--- config.mk ---
export PLATFORM = sky130hd
export DESIGN_NAME = dnb_fetch_gate
export DESIGN_NICKNAME = d
export VERILOG_FILES = /design/src/rtl/dnb_pkg.sv /design/src/rtl/dnb_gate_fsm.sv /design/src/rtl/dnb_target_latch.sv /design/src/rtl/dnb_drain_meter.sv /design/src/rtl/dnb_fetch_gate.sv
export SDC_FILE = /design/constraint.sdc
export NUM_CORES = 1
export LEC_CHECK = 0
export BUFFER_PORTS_ARGS = -buffer_cell sky130_fd_sc_hd__buf_2
export CAP_MARGIN = 25
export CORE_MARGIN = 5
export CORE_UTILIZATION = 53
export DETAILED_ROUTE_END_ITERATION = 10
export GPL_TIMING_DRIVEN = 0
export HOLD_SLACK_MARGIN = 0.05
export MAX_ROUTING_LAYER = met4
export PLACE_DENSITY = 0.92
export SKIP_CTS_REPAIR_TIMING = 1
export SYNTH_ARGS = -nofsm -noshare
export SYNTH_HDL_FRONTEND = slang
export SYNTH_SLANG_ARGS = --single-unit
--- constraint.sdc ---
create_clock -name clk -period 5.4 [get_ports clk]
set_clock_uncertainty 0.15 [all_clocks]
set_input_delay 1.08 -clock clk [delete_from_list [all_inputs] [get_ports clk]]
set_output_delay 1.08 -clock clk [all_outputs]
set_load 0.02 [all_outputs]
--- src/rtl/dnb_pkg.sv ---
package dnb_pkg;
   typedef enum logic [1:0] {
      GATE_RUN      = 2'd0,
      GATE_HOLD_IN  = 2'd1,
      GATE_HOLD_OUT = 2'd2,
      GATE_STEER    = 2'd3
   } gate_state_e;
endpackage

--- src/rtl/dnb_gate_fsm.sv ---
module dnb_gate_fsm
   import dnb_pkg::*;
(
   input  logic        clk,
   input  logic        rst_n,
   input  logic        open_mark,
   input  logic        close_mark,
   input  logic        flush,
   input  logic        drain_done,
   output gate_state_e state
);
   gate_state_e nxt;

   always_comb begin
      nxt = state;
      if (flush) begin
         nxt = GATE_STEER;
      end else begin
         case (state)
            GATE_RUN: begin
               if (open_mark)       nxt = GATE_HOLD_IN;
               else if (close_mark) nxt = GATE_HOLD_OUT;
            end
            GATE_HOLD_IN,
            GATE_HOLD_OUT: if (drain_done) nxt = GATE_STEER;
            default:       nxt = GATE_RUN;
         endcase
      end
   end

   always_ff @(posedge clk or negedge rst_n) begin
      if (!rst_n) state <= GATE_RUN;
      else        state <= nxt;
   end
endmodule

--- src/rtl/dnb_target_latch.sv ---
module dnb_target_latch
   import dnb_pkg::*;
#(
   parameter int PC_W        = 32,
   parameter int INSTR_BYTES = 4
) (
   input  logic            clk,
   input  logic            rst_n,
   input  gate_state_e     state,
   input  logic            open_mark,
   input  logic [PC_W-1:0] open_target,
   input  logic            close_mark,
   input  logic [PC_W-1:0] close_pc,
   input  logic            flush,
   input  logic [PC_W-1:0] flush_target,
   output logic [PC_W-1:0] target
);
   localparam logic [PC_W-1:0] STEP = PC_W'(INSTR_BYTES);

   always_ff @(posedge clk or negedge rst_n) begin
      if (!rst_n) begin
         target <= '0;
      end else if (flush) begin
         target <= flush_target;
      end else if (state == GATE_RUN) begin
         if (open_mark)       target <= open_target;
         else if (close_mark) target <= close_pc + STEP;
      end
   end
endmodule

--- src/rtl/dnb_drain_meter.sv ---
module dnb_drain_meter #(
   parameter int PEN_W    = 8,
   parameter bit SATURATE = 1'b1
) (
   input  logic             clk,
   input  logic             rst_n,
   input  logic             active,
   input  logic             done,
   input  logic             abort,
   output logic [PEN_W-1:0] penalty
);
   localparam logic [PEN_W-1:0] TOP = {PEN_W{1'b1}};

   logic [PEN_W-1:0] cnt;
   logic [PEN_W-1:0] cnt_inc;

   generate
      if (SATURATE) begin : g_sat
         assign cnt_inc = (cnt == TOP) ? TOP : cnt + 1'b1;
      end else begin : g_wrap
         assign cnt_inc = cnt + 1'b1;
      end
   endgenerate

   always_ff @(posedge clk or negedge rst_n) begin
      if (!rst_n) begin
         cnt     <= '0;
         penalty <= '0;
      end else if (!active || abort) begin
         cnt <= '0;
      end else if (done) begin
         cnt     <= '0;
         penalty <= cnt_inc;
      end else begin
         cnt <= cnt_inc;
      end
   end
endmodule

--- src/rtl/dnb_fetch_gate.sv ---
module dnb_fetch_gate
   import dnb_pkg::*;
#(
   parameter int PC_W        = 32,
   parameter int CNT_W       = 6,
   parameter int PEN_W       = 8,
   parameter int INSTR_BYTES = 4,
   parameter bit SATURATE    = 1'b1
) (
   input  logic             clk,
   input  logic             rst_n,
   input  logic             open_mark_i,
   input  logic [PC_W-1:0]  open_target_i,
   input  logic             close_mark_i,
   input  logic [PC_W-1:0]  close_pc_i,
   input  logic [CNT_W-1:0] inflight_i,
   input  logic             mark_retired_i,
   input  logic             flush_i,
   input  logic [PC_W-1:0]  flush_target_i,
   output logic             fetch_en_o,
   output logic             pc_sel_o,
   output logic [PC_W-1:0]  redirect_pc_o,
   output logic             decode_hold_o,
   output logic [PEN_W-1:0] open_penalty_o,
   output logic [PEN_W-1:0] close_penalty_o
);
   localparam int KINDS = 2;

   if (PC_W < 8) begin : g_chk_pc
      $error("PC_W too small");
   end
   if (CNT_W < 1) begin : g_chk_cnt
      $error("CNT_W must be positive");
   end
   if (PEN_W < 2) begin : g_chk_pen
      $error("PEN_W must be at least 2");
   end
   if (INSTR_BYTES <= 0 || (INSTR_BYTES & (INSTR_BYTES - 1)) != 0) begin : g_chk_step
      $error("INSTR_BYTES must be a power of two");
   end

   gate_state_e state;
   logic        draining;
   logic        retired_q;
   logic        drain_done;
   logic [PEN_W-1:0] pen [KINDS];

   assign draining   = (state == GATE_HOLD_IN) || (state == GATE_HOLD_OUT);
   assign drain_done = (inflight_i == '0) && (retired_q || mark_retired_i);

   always_ff @(posedge clk or negedge rst_n) begin
      if (!rst_n)         retired_q <= 1'b0;
      else if (!draining) retired_q <= 1'b0;
      else if (mark_retired_i) retired_q <= 1'b1;
   end

   dnb_gate_fsm u_fsm (
      .clk        (clk),
      .rst_n      (rst_n),
      .open_mark  (open_mark_i),
      .close_mark (close_mark_i),
      .flush      (flush_i),
      .drain_done (drain_done),
      .state      (state)
   );

   dnb_target_latch #(.PC_W(PC_W), .INSTR_BYTES(INSTR_BYTES)) u_tgt (
      .clk          (clk),
      .rst_n        (rst_n),
      .state        (state),
      .open_mark    (open_mark_i),
      .open_target  (open_target_i),
      .close_mark   (close_mark_i),
      .close_pc     (close_pc_i),
      .flush        (flush_i),
      .flush_target (flush_target_i),
      .target       (redirect_pc_o)
   );

   for (genvar k = 0; k < KINDS; k++) begin : g_meter
      localparam gate_state_e KIND_ST = (k == 0) ? GATE_HOLD_IN : GATE_HOLD_OUT;
      dnb_drain_meter #(.PEN_W(PEN_W), .SATURATE(SATURATE)) u_meter (
         .clk     (clk),
         .rst_n   (rst_n),
         .active  (state == KIND_ST),
         .done    (drain_done),
         .abort   (flush_i),
         .penalty (pen[k])
      );
   end

   assign open_penalty_o  = pen[0];
   assign close_penalty_o = pen[1];
   assign fetch_en_o      = !draining;
   assign pc_sel_o        = (state == GATE_STEER);
   assign decode_hold_o   = (open_mark_i || close_mark_i) && (state != GATE_RUN);
endmodule

# --- Yosys cells after proc, flatten, opt, wreduce, memory -nomap -nowiden ---
# Index checks and enable logic that the tools add are counted.
word_totals:
  reg_bits: 67
op_classes:
  addsub: 3
  n_eq_ne: 8
  n_mux: 17
  bitwise: 2
  reduce_logical: 20
op_table:
  columns: ["cell", "count"]
  rows:
  - ["2-to-1 mux 32 bit", 4]
  - ["2-to-1 mux 8 bit", 6]
  - ["adder 32 x 3 -> 32 bit (second input constant)", 1]
  - ["adder 8 x 1 -> 8 bit (second input constant)", 2]
  - ["== test 8 bit (second input constant)", 2]
  - ["2-to-1 mux 2 bit", 4]
  - ["AND reduction 2 bit", 4]
  - ["logical NOT 6 bit", 1]
  - ["logical OR 1 bit", 5]
  - ["== test 2 bit (second input constant)", 2]
  - ["inequality test 4 bit (second input constant)", 1]
  - ["one-hot mux 2 bit (2 select lines)", 1]
  - ["nonzero test 2 bit", 2]
  - ["logical NOT 1 bit", 3]
  - ["inequality test 3 bit (second input constant)", 1]
  - ["nonzero test 3 bit", 1]
  - ["== test 2 x 1 -> 1 bit (second input constant)", 1]
  - ["logical AND 1 bit", 2]
  - ["logical NOT 2 bit", 1]
  - ["2-to-1 mux 1 bit", 2]
  - ["inequality test 2 bit (second input constant)", 1]
  - ["NOT 1 bit", 2]
  - ["OR reduction 2 bit", 1]

# --- Logic depth before layout (Yosys ltp) ---
# Gate-level depths: netlist (run 1).
logic_depth:
  word_depth: 5
  depth_mapped: 8
  mapped_depth_nobuf: 7

# --- Hierarchy ---
# Synthesis (run 1) repeated with hierarchy kept, for this count alone.
hier_totals:
  cells_unflattened: 402
  hier_area_um2: 3878.7
modules_own_cells:
  columns: ["mod", "n_inst", "cells_each", "area_each_um2"]
  rows:
  - ["dnb_target_latch", 1, 231, 2115.8]
  - ["dnb_drain_meter", 2, 70, 739.5]
  - ["dnb_gate_fsm", 1, 17, 162.7]
  - ["dnb_fetch_gate", 1, 14, 121.4]

# --- Worst setup path after synthesis (run 1) ---
# OpenSTA, ideal clock, no wires.
synth_path:
  kind: "input-to-reg"
  startpoint: "input port inflight_i[0]"
  endpoint: "register g_meter[0].u_meter.penalty[6]"
  t_arrival_ns: 2.928
  t_required_ns: 5.126
  setup_slack_ns: 2.198
  cell_stages: 8
  path_cell_list: "or4_1 -> or4_1 -> clkbuf_1 -> or3b_1 -> buf_2 -> buf_6 -> nand2_2 -> o21ai_2"
synth_via:
  elab_chain_len: 3
synth_rtl:
  columns: ["item", "line", "text"]
  rows:
  - ["start, declared", "dnb_fetch_gate.sv:16", "input logic [CNT_W-1:0] inflight_i,"]
  - ["logical NOT 6 bit", "dnb_fetch_gate.sv:49", "assign drain_done = (inflight_i == '0) && (retired_q || mark_retired_i);"]
  - ["logical AND 1 bit", "dnb_fetch_gate.sv:49", null]
  - ["AND reduction 2 bit (no source line)", null, null]
  - ["end signal, assigned", "dnb_drain_meter.sv:33", "penalty <= cnt_inc;"]
  - ["end, declared", "dnb_drain_meter.sv:10", "output logic [PEN_W-1:0] penalty"]
# No other way between the ends.
# A chain may end at the register's enable or synchronous reset.

# --- Worst setup path in the final report (run 1) ---
layout_path:
  startpoint: "register u_fsm.state[1]"
  endpoint: "output port decode_hold_o"
layout_via:
  elab_chain_len: 2
layout_rtl:
  columns: ["item", "line", "text"]
  rows:
  - ["start, declared", "dnb_gate_fsm.sv:10", "output gate_state_e state"]
  - ["start signal, assigned", "dnb_gate_fsm.sv:33", "else state <= nxt;"]
  - ["nonzero test 2 bit", "dnb_fetch_gate.sv:96", "assign decode_hold_o = (open_mark_i || close_mark_i) && (state != GATE_RUN);"]
  - ["logical AND 1 bit", "dnb_fetch_gate.sv:96", null]
  - ["end, declared", "dnb_fetch_gate.sv:23", "output logic decode_hold_o,"]
# No other way between the ends.

==> results by group, run 1 <==
Clocking
  – # clock sinks: 67
  – Clk_lat worst skew: 340 ps
  – CTS Buffer Depth: 2
  – Total CTS buffers: 9
  – Number of H-tree levels: 3
  – CTS tree: yes
  – Clock Root Buffer: clkbuf_8
  – Clock Pin Slew Worst Setup and Hold Paths: 70 ps

Floorplan
  – Die span in y: 96.8 microns
  – Starting Density: 54.8%
  – Row cnt: 31
  – Die W: 96.8 microns
  – # IOs: 159
  – Core area: 7290 sq um
  – DIE AREA: 9370 sq um

Yosys
  – Post-synth top area share: 42.0%
  – Ys async rst share: 100%
  – Synth top cells by count: dfrtp_1 (67), nand2_1 (57), nor2_1 (48)
  – Synth warnings: 0
  – Most area-consuming cells after synthesis: dfrtp_1 (42%), a21oi_1 (5.6%), nand2_1 (5.4%)
  – Number of flops mapped to enable cells by yosys: 0
  – Most common cell in the netlist: dfrtp_1
  – Largest area contributor in the netlist: dfrtp_1
  – Yosys reg bits: 67
  – Post-Syn Area: 4000 sq um
  – Synthesized Nets: 590
  – Post-Syn Area per Cell: 8.41 sq um
  – Post-Syn Instances: 475
  – Distinct cells, synth: 47
  – Dominant synthesized flop cell: dfrtp_1
  – Sequential-to-total area share from yosys stat: 42.0%

STA
  – Worst-Margin Slew: 850 ps
  – Final TNS setup: 0 ps
  – Worst slew margin: 43.3%
  – Setup violators final: 0
  – Min Clock Period, post-route: 3430 ps
  – RSZ-0062 raised after global routing: no
  – Hold Violations, Final: 0
  – Slew Viols, Final: 0
  – Period utilization: 63.4%
  – Fmax: 292 MHz

Final layout
  – Share of cells above drive strength 1: 30.7%
  – Inserted Diodes: 0
  – Flip-flop and latch area: 1680 sq um
  – Fillcell total: 601
  – Design Area, Final: 5100 sq um
  – P&R area growth vs syn: 27.7%
  – Multi-input combinational cell area: 2150 sq um
  – Final nets: 758

Global routing
  – Vias in the first global route: 4224
  – GRT Residual Overflow: 0
  – First-pass GRT wire length: 20300 microns
  – Largest net degree at the start of global routing: 68
  – Total track usage: 26.8%
  – Initial antenna violation count: 0

Drt
  – Vias per cell: 5.67
  – Vias: 4237
  – ANT nets after route: 0
  – Drc violations: 0
  – DR WL/cell: 16.3 microns
  – Pre-antenna DRT Iters: 5
  – DRT Wirelength: 12200 microns
  – Initial DRC Count: 218

Run status
  – Status: finished, final reports clean

Power and ir drop
  – Peak VDD IR: 0.147 mV
  – Overall power: 1.50 mW
  – Leak: 2.42 nW
  – Pwr/cell area: 293 nW/um^2

Job
  – Max cap viols: 0

Placement
  – Buffers added on ports: 157
  – Placer Congestion: 0.973
  – Final HPWL DP: 9470 microns
  – Placed cell areas: 4910 sq um

Setup path
  – Crit path DAT: 2200 ps
  – Nature of the critical path startpoint: register
  – Worst Path Class, Setup: register to output port
  – Critical path endpoint category: output port
  – CP max FO: 10
  – Critical Path RT: 4170 ps

Worst hold path
  – Hold Crit Class: register to register
flip-flops by register name (all words and copies together) (netlist names):
name / cells
g_meter.u_meter.cnt: 16
g_meter.u_meter.penalty: 16
retired_q: 1
u_fsm.state: 2
u_tgt.target: 32
cell families after synthesis:
group / share of synthesized area, %
simple gates: 23.8
compound gates: 18.3
flops: 42.0
buf+inv: 4.20
xor+xnor: 7.45
mux: 2.07
fa+ha+maj: 2.19
area by class of cell:
class,instances,share of cell area (%)
clock buffer,12,2.84
clock inverter,4,0.981
tap,99,2.43
inverter,12,0.883
multi-input combinational,368,42.2
buffer,28,2.40
timing repair buffer,157,15.4
sequential,67,32.9
critical path, stage by stage (launching register included):
cell,delay (ps)
dfrtp_1,410
inv_1,110
ha_1,220
clkbuf_1,360
clkbuf_1,480
nor2_1,90
buf_2,190
final timing paths:
kind / start / to / slack [ps] / cells after the start
min: g_meter[0].u_meter.penalty[1]$_DFFE_PN0P_ / g_meter[0].u_meter.penalty[1]$_DFFE_PN0P_ / 330 / 2
min in group asynchronous: rst_n / g_meter[0].u_meter.penalty[5]$_DFFE_PN0P_ / 700 / 1
max in group asynchronous: rst_n / u_tgt.target[16]$_DFFE_PN0P_ / 3850 / 1
max reg2reg: u_fsm.state[1]$_DFFE_PN0P_ / u_tgt.target[25]$_DFFE_PN0P_ / 3090 / 8
max: u_fsm.state[1]$_DFFE_PN0P_ / decode_hold_o / 1970 / 6
min reg2reg: g_meter[0].u_meter.penalty[1]$_DFFE_PN0P_ / g_meter[0].u_meter.penalty[1]$_DFFE_PN0P_ / 330 / 2
routing by layer:
layer  up-vias  GRT usage [%]  share of wire [%]
li1       2010              -                  -
met1      1992           32.3                 39
met4         0           8.21                1.7
met2       211           45.4                 50
met3        24           5.47                9.0
met5         -              -                  0
stage by stage:
| step | setup WS [ps] | hold WS (ps) | instances | utilization [%] |
|---|---|---|---|---|
| after floorplan | 2200 | 293 | 475 | - |
| after global placement | 1990 | 307 | 731 | 67.3 |
| after detailed placement | 1980 | 311 | 731 | 67.3 |
| after CTS | 1980 | 327 | 747 | 70.0 |
| after global routing | 1840 | 348 | 747 | 70.0 |
| final | 1970 | 326 | 747 | 70.0 |
cells in the final DEF (no fill, tap or decap), types with 3 or more instances in the layout:
| cell | n |
|---|---|
| buf_2 | 158 |
| dfrtp_1 | 67 |
| nand2_1 | 57 |
| nor2_1 | 48 |
| a21oi_1 | 45 |
| o21ai_0 | 41 |
| nand3_1 | 32 |
| clkbuf_1 | 25 |
| xnor2_1 | 20 |
| nand4_1 | 15 |
| xor2_1 | 14 |
| o21ai_2 | 14 |
| inv_1 | 12 |
| clkbuf_8 | 10 |
| ha_1 | 7 |
| mux2i_1 | 6 |
| nand2_2 | 6 |
| nor3_1 | 6 |
| or3_1 | 5 |
| and3_1 | 4 |
| or4_1 | 3 |
| nand3b_1 | 3 |
| and4_1 | 3 |
| a21o_1 | 3 |
| a211o_1 | 3 |
| nor2b_1 | 3 |
| nor4_1 | 3 |
| o21a_1 | 3 |
| a221o_1 | 3 |
power breakdown:
group	internal (mW)	switching (mW)	leakage, nW
clock network	0.226	0.196	0.0926
logic	0.172	0.306	1.46
registers	0.560	0.0370	0.867
Power figures use the tool's default switching activity.
==> run 2, diff against run 1 <==
--- a/config.mk
+++ b/config.mk
@@ -8,12 +8,12 @@
 export BUFFER_PORTS_ARGS = -buffer_cell sky130_fd_sc_hd__buf_2
 export CAP_MARGIN = 25
 export CORE_MARGIN = 5
-export CORE_UTILIZATION = 53
+export CORE_UTILIZATION = 49
 export DETAILED_ROUTE_END_ITERATION = 10
 export GPL_TIMING_DRIVEN = 0
 export HOLD_SLACK_MARGIN = 0.05
 export MAX_ROUTING_LAYER = met4
-export PLACE_DENSITY = 0.92
+export PLACE_DENSITY = 0.87
 export SKIP_CTS_REPAIR_TIMING = 1
 export SYNTH_ARGS = -nofsm -noshare
 export SYNTH_HDL_FRONTEND = slang
==> constraint.sdc (replaced) <==
create_clock -name clk -period 3.5 [get_ports clk]
set_clock_uncertainty 0.15 [all_clocks]
set_input_delay 0.7 -clock clk [delete_from_list [all_inputs] [get_ports clk]]
set_output_delay 0.7 -clock clk [all_outputs]
set_load 0.02 [all_outputs]
==> run 2 against run 1 <==
Compared with the run above: routed wire length increased by 2.7%; worst setup slack got worse by 1500 ps; cell area increased by 1.0%; critical path depth is the same; flip-flop and latch count unchanged; worst hold slack got worse by 10 ps; core utilization fell by 6.3 points; register-to-register slack worse by 1900 ps; sequential share of layout area is 0.33 points lower; largest cell class unchanged; largest power group unchanged.
==> results by group, run 2 (same netlist as run 1, synthesis figures left out) <==
Run status
  – Status: finished, final reports clean

Floorplan
  – Starting Density: 49.4%
  – # IOs: 159
  – DIE AREA: 10100 sq um
  – Row cnt: 33
  – Core area: 8090 sq um
  – Die W: 100 microns
  – Die span in y: 100 microns

Drt
  – Vias: 4254
  – ANT nets after route: 0
  – Initial DRC Count: 184
  – Vias per cell: 5.65
  – DRT Wirelength: 12500 microns
  – DR WL/cell: 16.6 microns
  – Pre-antenna DRT Iters: 4
  – Drc violations: 0

Final layout
  – Flip-flop and latch area: 1680 sq um
  – P&R area growth vs syn: 29.0%
  – Reg with most FFs: u_tgt.target
  – Largest register FFs: 32
  – Share of cells above drive strength 1: 30.9%
  – Biggest regs: u_tgt.target (32), g_meter.u_meter.cnt (16), g_meter.u_meter.penalty (16)
  – Fillcell total: 731
  – Final nets: 758
  – Multi-input combinational cell area: 2150 sq um
  – Commonest non-fill, non-tap cell in the layout: buf_2
  – Most frequent cells in the layout: buf_2 (158), dfrtp_1 (67), nand2_1 (57)
  – Inserted Diodes: 0

Clocking
  – Number of H-tree levels: 3
  – CTS Buffer Depth: 2
  – # clock sinks: 67
  – Clock Pin Slew Worst Setup and Hold Paths: 80 ps
  – Total CTS buffers: 9
  – Clk_lat worst skew: 340 ps
  – CTS tree: yes
  – Clock Root Buffer: clkbuf_8

Global routing
  – Vias in the first global route: 4202
  – Total track usage: 25.8%
  – GRT Residual Overflow: 0
  – Largest net degree at the start of global routing: 68
  – Initial antenna violation count: 0
  – First-pass GRT wire length: 20000 microns

Job
  – Max cap viols: 0

Worst hold path
  – Hold Crit Class: input port to async pin

Setup path
  – Slowest-stage cell, CP: clkbuf_1
  – Critical Path RT: 2650 ps
  – Nature of the critical path startpoint: register
  – Crit path DAT: 2190 ps
  – CP max FO: 10
  – Crit-path cells: inv_1 > ha_1 > clkbuf_1 > clkbuf_1 > nor2_1 > buf_2
  – Crit path buf inv count: 4
  – Critical path endpoint category: output port
  – Crit path max-delay family: buffers and inverters
  – Worst Path Class, Setup: register to output port
  – Crit-path max cell delay: 490 ps
  – Crit-path most repeated cell: clkbuf_1

STA
  – Fmax: 329 MHz
  – Final TNS setup: 0 ps
  – Worst-Margin Slew: 837 ps
  – Period utilization: 86.8%
  – Worst slew margin: 44.2%
  – Setup violators final: 0
  – Hold Violations, Final: 0
  – PnR worst setup slack: 463 ps
  – Min Clock Period, post-route: 3040 ps
  – RSZ-0062 raised after global routing: no
  – Slew Viols, Final: 0

Power and ir drop
  – Leak: 2.45 nW
  – Combinational share of power: 30.0%
  – Power Internal: 1.61 mW
  – Clock power share: 32.3%
  – P_sw: 0.844 mW
  – Sequential power share: 37.7%
  – Pwr/cell area: 475 nW/um^2
  – Switching fraction of total power: 34.5%
  – Peak VDD IR: 0.264 mV

Placement
  – Place WS: 453 ps
  – Buffers added on ports: 157
  – Placer Congestion: 0.975
  – Final HPWL DP: 9590 microns
## run 2: final timing paths
kind / from / end / slack, ps / cells past startpoint
max in group asynchronous: rst_n / u_tgt.target[19]$_DFFE_PN0P_ / 2340 / 1
min: rst_n / g_meter[0].u_meter.penalty[4]$_DFFE_PN0P_ / 320 / 1
min in group clk: g_meter[0].u_meter.penalty[3]$_DFFE_PN0P_ / g_meter[0].u_meter.penalty[3]$_DFFE_PN0P_ / 320 / 2
min reg2reg: g_meter[0].u_meter.penalty[3]$_DFFE_PN0P_ / g_meter[0].u_meter.penalty[3]$_DFFE_PN0P_ / 320 / 2
max: u_fsm.state[0]$_DFFE_PN0P_ / decode_hold_o / 460 / 6
max reg2reg: u_fsm.state[0]$_DFFE_PN0P_ / u_tgt.target[27]$_DFFE_PN0P_ / 1180 / 8
## run 2: power groups by stage
stage / Clock, mW / Combinational (mW) / Sequential, mW
detailed placement: 0 / 0.737 / 0.934
CTS: 0.797 / 0.739 / 0.921
global route: 0.830 / 0.816 / 0.931
floorplan: 0 / 0.363 / 1.01
global placement: 0 / 0.712 / 0.930
finish: 0.791 / 0.736 / 0.923
## run 2: metrics by stage
step           power (mW)  instance area [sq um]  util, %  cells  hold WS, ps
2_1_floorplan        1.38                   4000        -    475          254
3_3_place_gp         1.64                   4910     60.7    737          307
3_5_place_dp         1.67                   4910     60.7    737          316
4_1_cts              2.46                   5150     63.7    753          333
5_1_grt              2.58                   5150     63.7    753          342
6_report             2.45                   5150     63.7    753          315
## run 2: cell type report
type / count / share of cell area (%)
Inverter: 12 / 0.874
Multi-Input combinational cell: 368 / 41.7
Timing Repair Buffer: 157 / 15.3
Sequential cell: 67 / 32.5
Clock buffer: 10 / 2.48
Clock inverter: 6 / 2.18
Buffer: 28 / 2.38
Tap cell: 105 / 2.55
## run 2: routing by layer
metal	track usage (%)	wire (microns)	vias up	share of wire [%]
met5	-	0	-	0
met4	10.3	402	0	3.2
met3	5.07	1170	42	9.3
met2	43.1	6170	245	49
met1	30.6	4780	1953	38
li1	-	-	2014	-
==> run 3, diff against run 2 <==
==> constraint.sdc (replaced) <==
create_clock -name clk -period 3.1 [get_ports clk]
set_clock_uncertainty 0.15 [all_clocks]
set_input_delay 0.62 -clock clk [delete_from_list [all_inputs] [get_ports clk]]
set_output_delay 0.62 -clock clk [all_outputs]
set_load 0.02 [all_outputs]
==> run 3 against run 2 <==
Compared with the run above: worst hold slack worse by 80 ps; cell count did not move; combinational power grew 13%; critical endpoint unchanged; highest routed layer unchanged.
==> results by group, run 3 (same netlist as run 1, synthesis figures left out) <==
Run status
  – Status: finished, final reports clean

Placement
  – Buffers added on ports: 157
  – Final HPWL DP: 9590 microns
  – Placed cell areas: 4910 sq um
  – Placed Instances: 737
  – Placer Congestion: 0.975

Drt
  – Pre-antenna DRT Iters: 4
  – Drc violations: 0
  – DRT Wirelength: 12500 microns
  – Initial DRC Count: 190
  – DR WL/cell: 16.6 microns
  – Vias: 4243
  – Vias per cell: 5.63
  – ANT nets after route: 0

STA
  – Period utilization: 89.5%
  – Hold_ws: 235 ps
  – Setup violators final: 0
  – Worst-Margin Slew: 838 ps
  – Min Clock Period, post-route: 2770 ps
  – Hold Violations, Final: 0
  – Fmax: 361 MHz
  – Worst slew margin: 44.2%
  – Final TNS setup: 0 ps
  – Slew Viols, Final: 0
  – RSZ-0062 raised after global routing: no

Clocking
  – CTS tree: yes
  – Clk_lat worst skew: 340 ps
  – CTS Buffer Depth: 2
  – Number of H-tree levels: 3
  – Clock Pin Slew Worst Setup and Hold Paths: 80 ps
  – Total CTS buffers: 9
  – # clock sinks: 67
  – Clock Root Buffer: clkbuf_8

Setup path
  – Worst Path Class, Setup: register to output port
  – Critical Path RT: 2330 ps
  – Nature of the critical path startpoint: register
  – CP max FO: 10
  – Critical path endpoint category: output port
  – Crit path DAT: 2000 ps
  – Crit-path cells: inv_1 > ha_1 > clkbuf_1 > clkbuf_2 > nor2_1 > buf_2
  – Slowest-stage cell, CP: dfrtp_1
  – Crit-path max cell delay: 400 ps
  – Crit path buf inv count: 4
  – Crit path max-delay family: buffers and inverters

Job
  – Max cap viols: 0

Global routing
  – Largest net degree at the start of global routing: 68
  – Initial antenna violation count: 0
  – Total track usage: 25.8%
  – First-pass GRT wire length: 20000 microns
  – GRT Residual Overflow: 0
  – Vias in the first global route: 4202

Floorplan
  – Row cnt: 33
  – Core area: 8090 sq um
  – Die W: 100 microns
  – DIE AREA: 10100 sq um
  – # IOs: 159
  – Starting Density: 49.4%
  – Die span in y: 100 microns

Final layout
  – Most frequent cells in the layout: buf_2 (158), dfrtp_1 (67), nand2_1 (57)
  – Inserted Diodes: 0
  – Biggest regs: u_tgt.target (32), g_meter.u_meter.cnt (16), g_meter.u_meter.penalty (16)
  – Share of cells above drive strength 1: 31.0%
  – Reg with most FFs: u_tgt.target
  – Final core occ: 63.7%
  – Final nets: 758
  – Design Area, Final: 5160 sq um
  – Fin cells: 753
  – P&R area growth vs syn: 29.1%
  – Commonest non-fill, non-tap cell in the layout: buf_2
  – Largest register FFs: 32

Power and ir drop
  – Peak VDD IR: 0.298 mV
  – Leak: 2.45 nW
  – Pwr/cell area: 536 nW/um^2

Worst hold path
  – Hold Crit Class: input port to async pin
## run 3: changes by cell type in the layout (fill, tap and decap cells not counted)
cell | previous run | this run
clkbuf_2 | 0 | 1
clkbuf_1 | 24 | 23
## run 3: area by class of cell
type / instances / area (sq um)
buffer: 28 / 124
timing repair buffer: 157 / 788
tap: 105 / 131
inverter: 12 / 45.0
sequential: 67 / 1680
clock buffer: 10 / 128
clock inverter: 6 / 113
multi-input combinational: 368 / 2150
fill: 730 / 2940
## run 3: power breakdown
group	switching (mW)	internal (mW)	leakage, nW
clock network	0.352	0.538	0.121
registers	0.0661	0.976	0.867
logic	0.532	0.300	1.47
total	0.950	1.81	2.45
## run 3: per-layer routing
metal	up-vias	global-route usage, %	wire, microns
met5	-	-	0
met4	0	10.3	361
met3	39	5.07	1180
met2	237	43.1	6250
met1	1953	30.6	4730
li1	2014	-	-
## run 3: per-stage QoR
| step | setup slack, ps | total power, mW |
|---|---|---|
| final | 326 | 2.76 |
| after global routing | 183 | 2.91 |
| after CTS | 137 | 2.77 |
| after detailed placement | 133 | 1.89 |
| after global placement | 144 | 1.85 |
| after floorplan | 358 | 1.55 |
## run 3: worst register-to-register path, delay by kind of cell, from the launching register on
family / cells / cell delay, ps
flops: 1 / 400
compound gates: 1 / 240
buf+inv: 2 / 440
simple gates: 2 / 770
fa+ha+maj: 1 / 210
## run 3: worst paths after layout
| check | start | slack (ps) | cells after the start | endpoint |
|---|---|---|---|---|
| max | u_fsm.state[0]$_DFFE_PN0P_ | 330 | 6 | decode_hold_o |
| min | rst_n | 240 | 1 | g_meter[0].u_meter.penalty[4]$_DFFE_PN0P_ |
| max reg2reg | u_fsm.state[0]$_DFFE_PN0P_ | 800 | 6 | u_tgt.target[29]$_DFFE_PN0P_ |
| min reg2reg | g_meter[0].u_meter.penalty[3]$_DFFE_PN0P_ | 320 | 2 | g_meter[0].u_meter.penalty[3]$_DFFE_PN0P_ |
| max in group asynchronous | rst_n | 2020 | 1 | u_tgt.target[19]$_DFFE_PN0P_ |
| min in group clk | g_meter[0].u_meter.penalty[3]$_DFFE_PN0P_ | 320 | 2 | g_meter[0].u_meter.penalty[3]$_DFFE_PN0P_ |
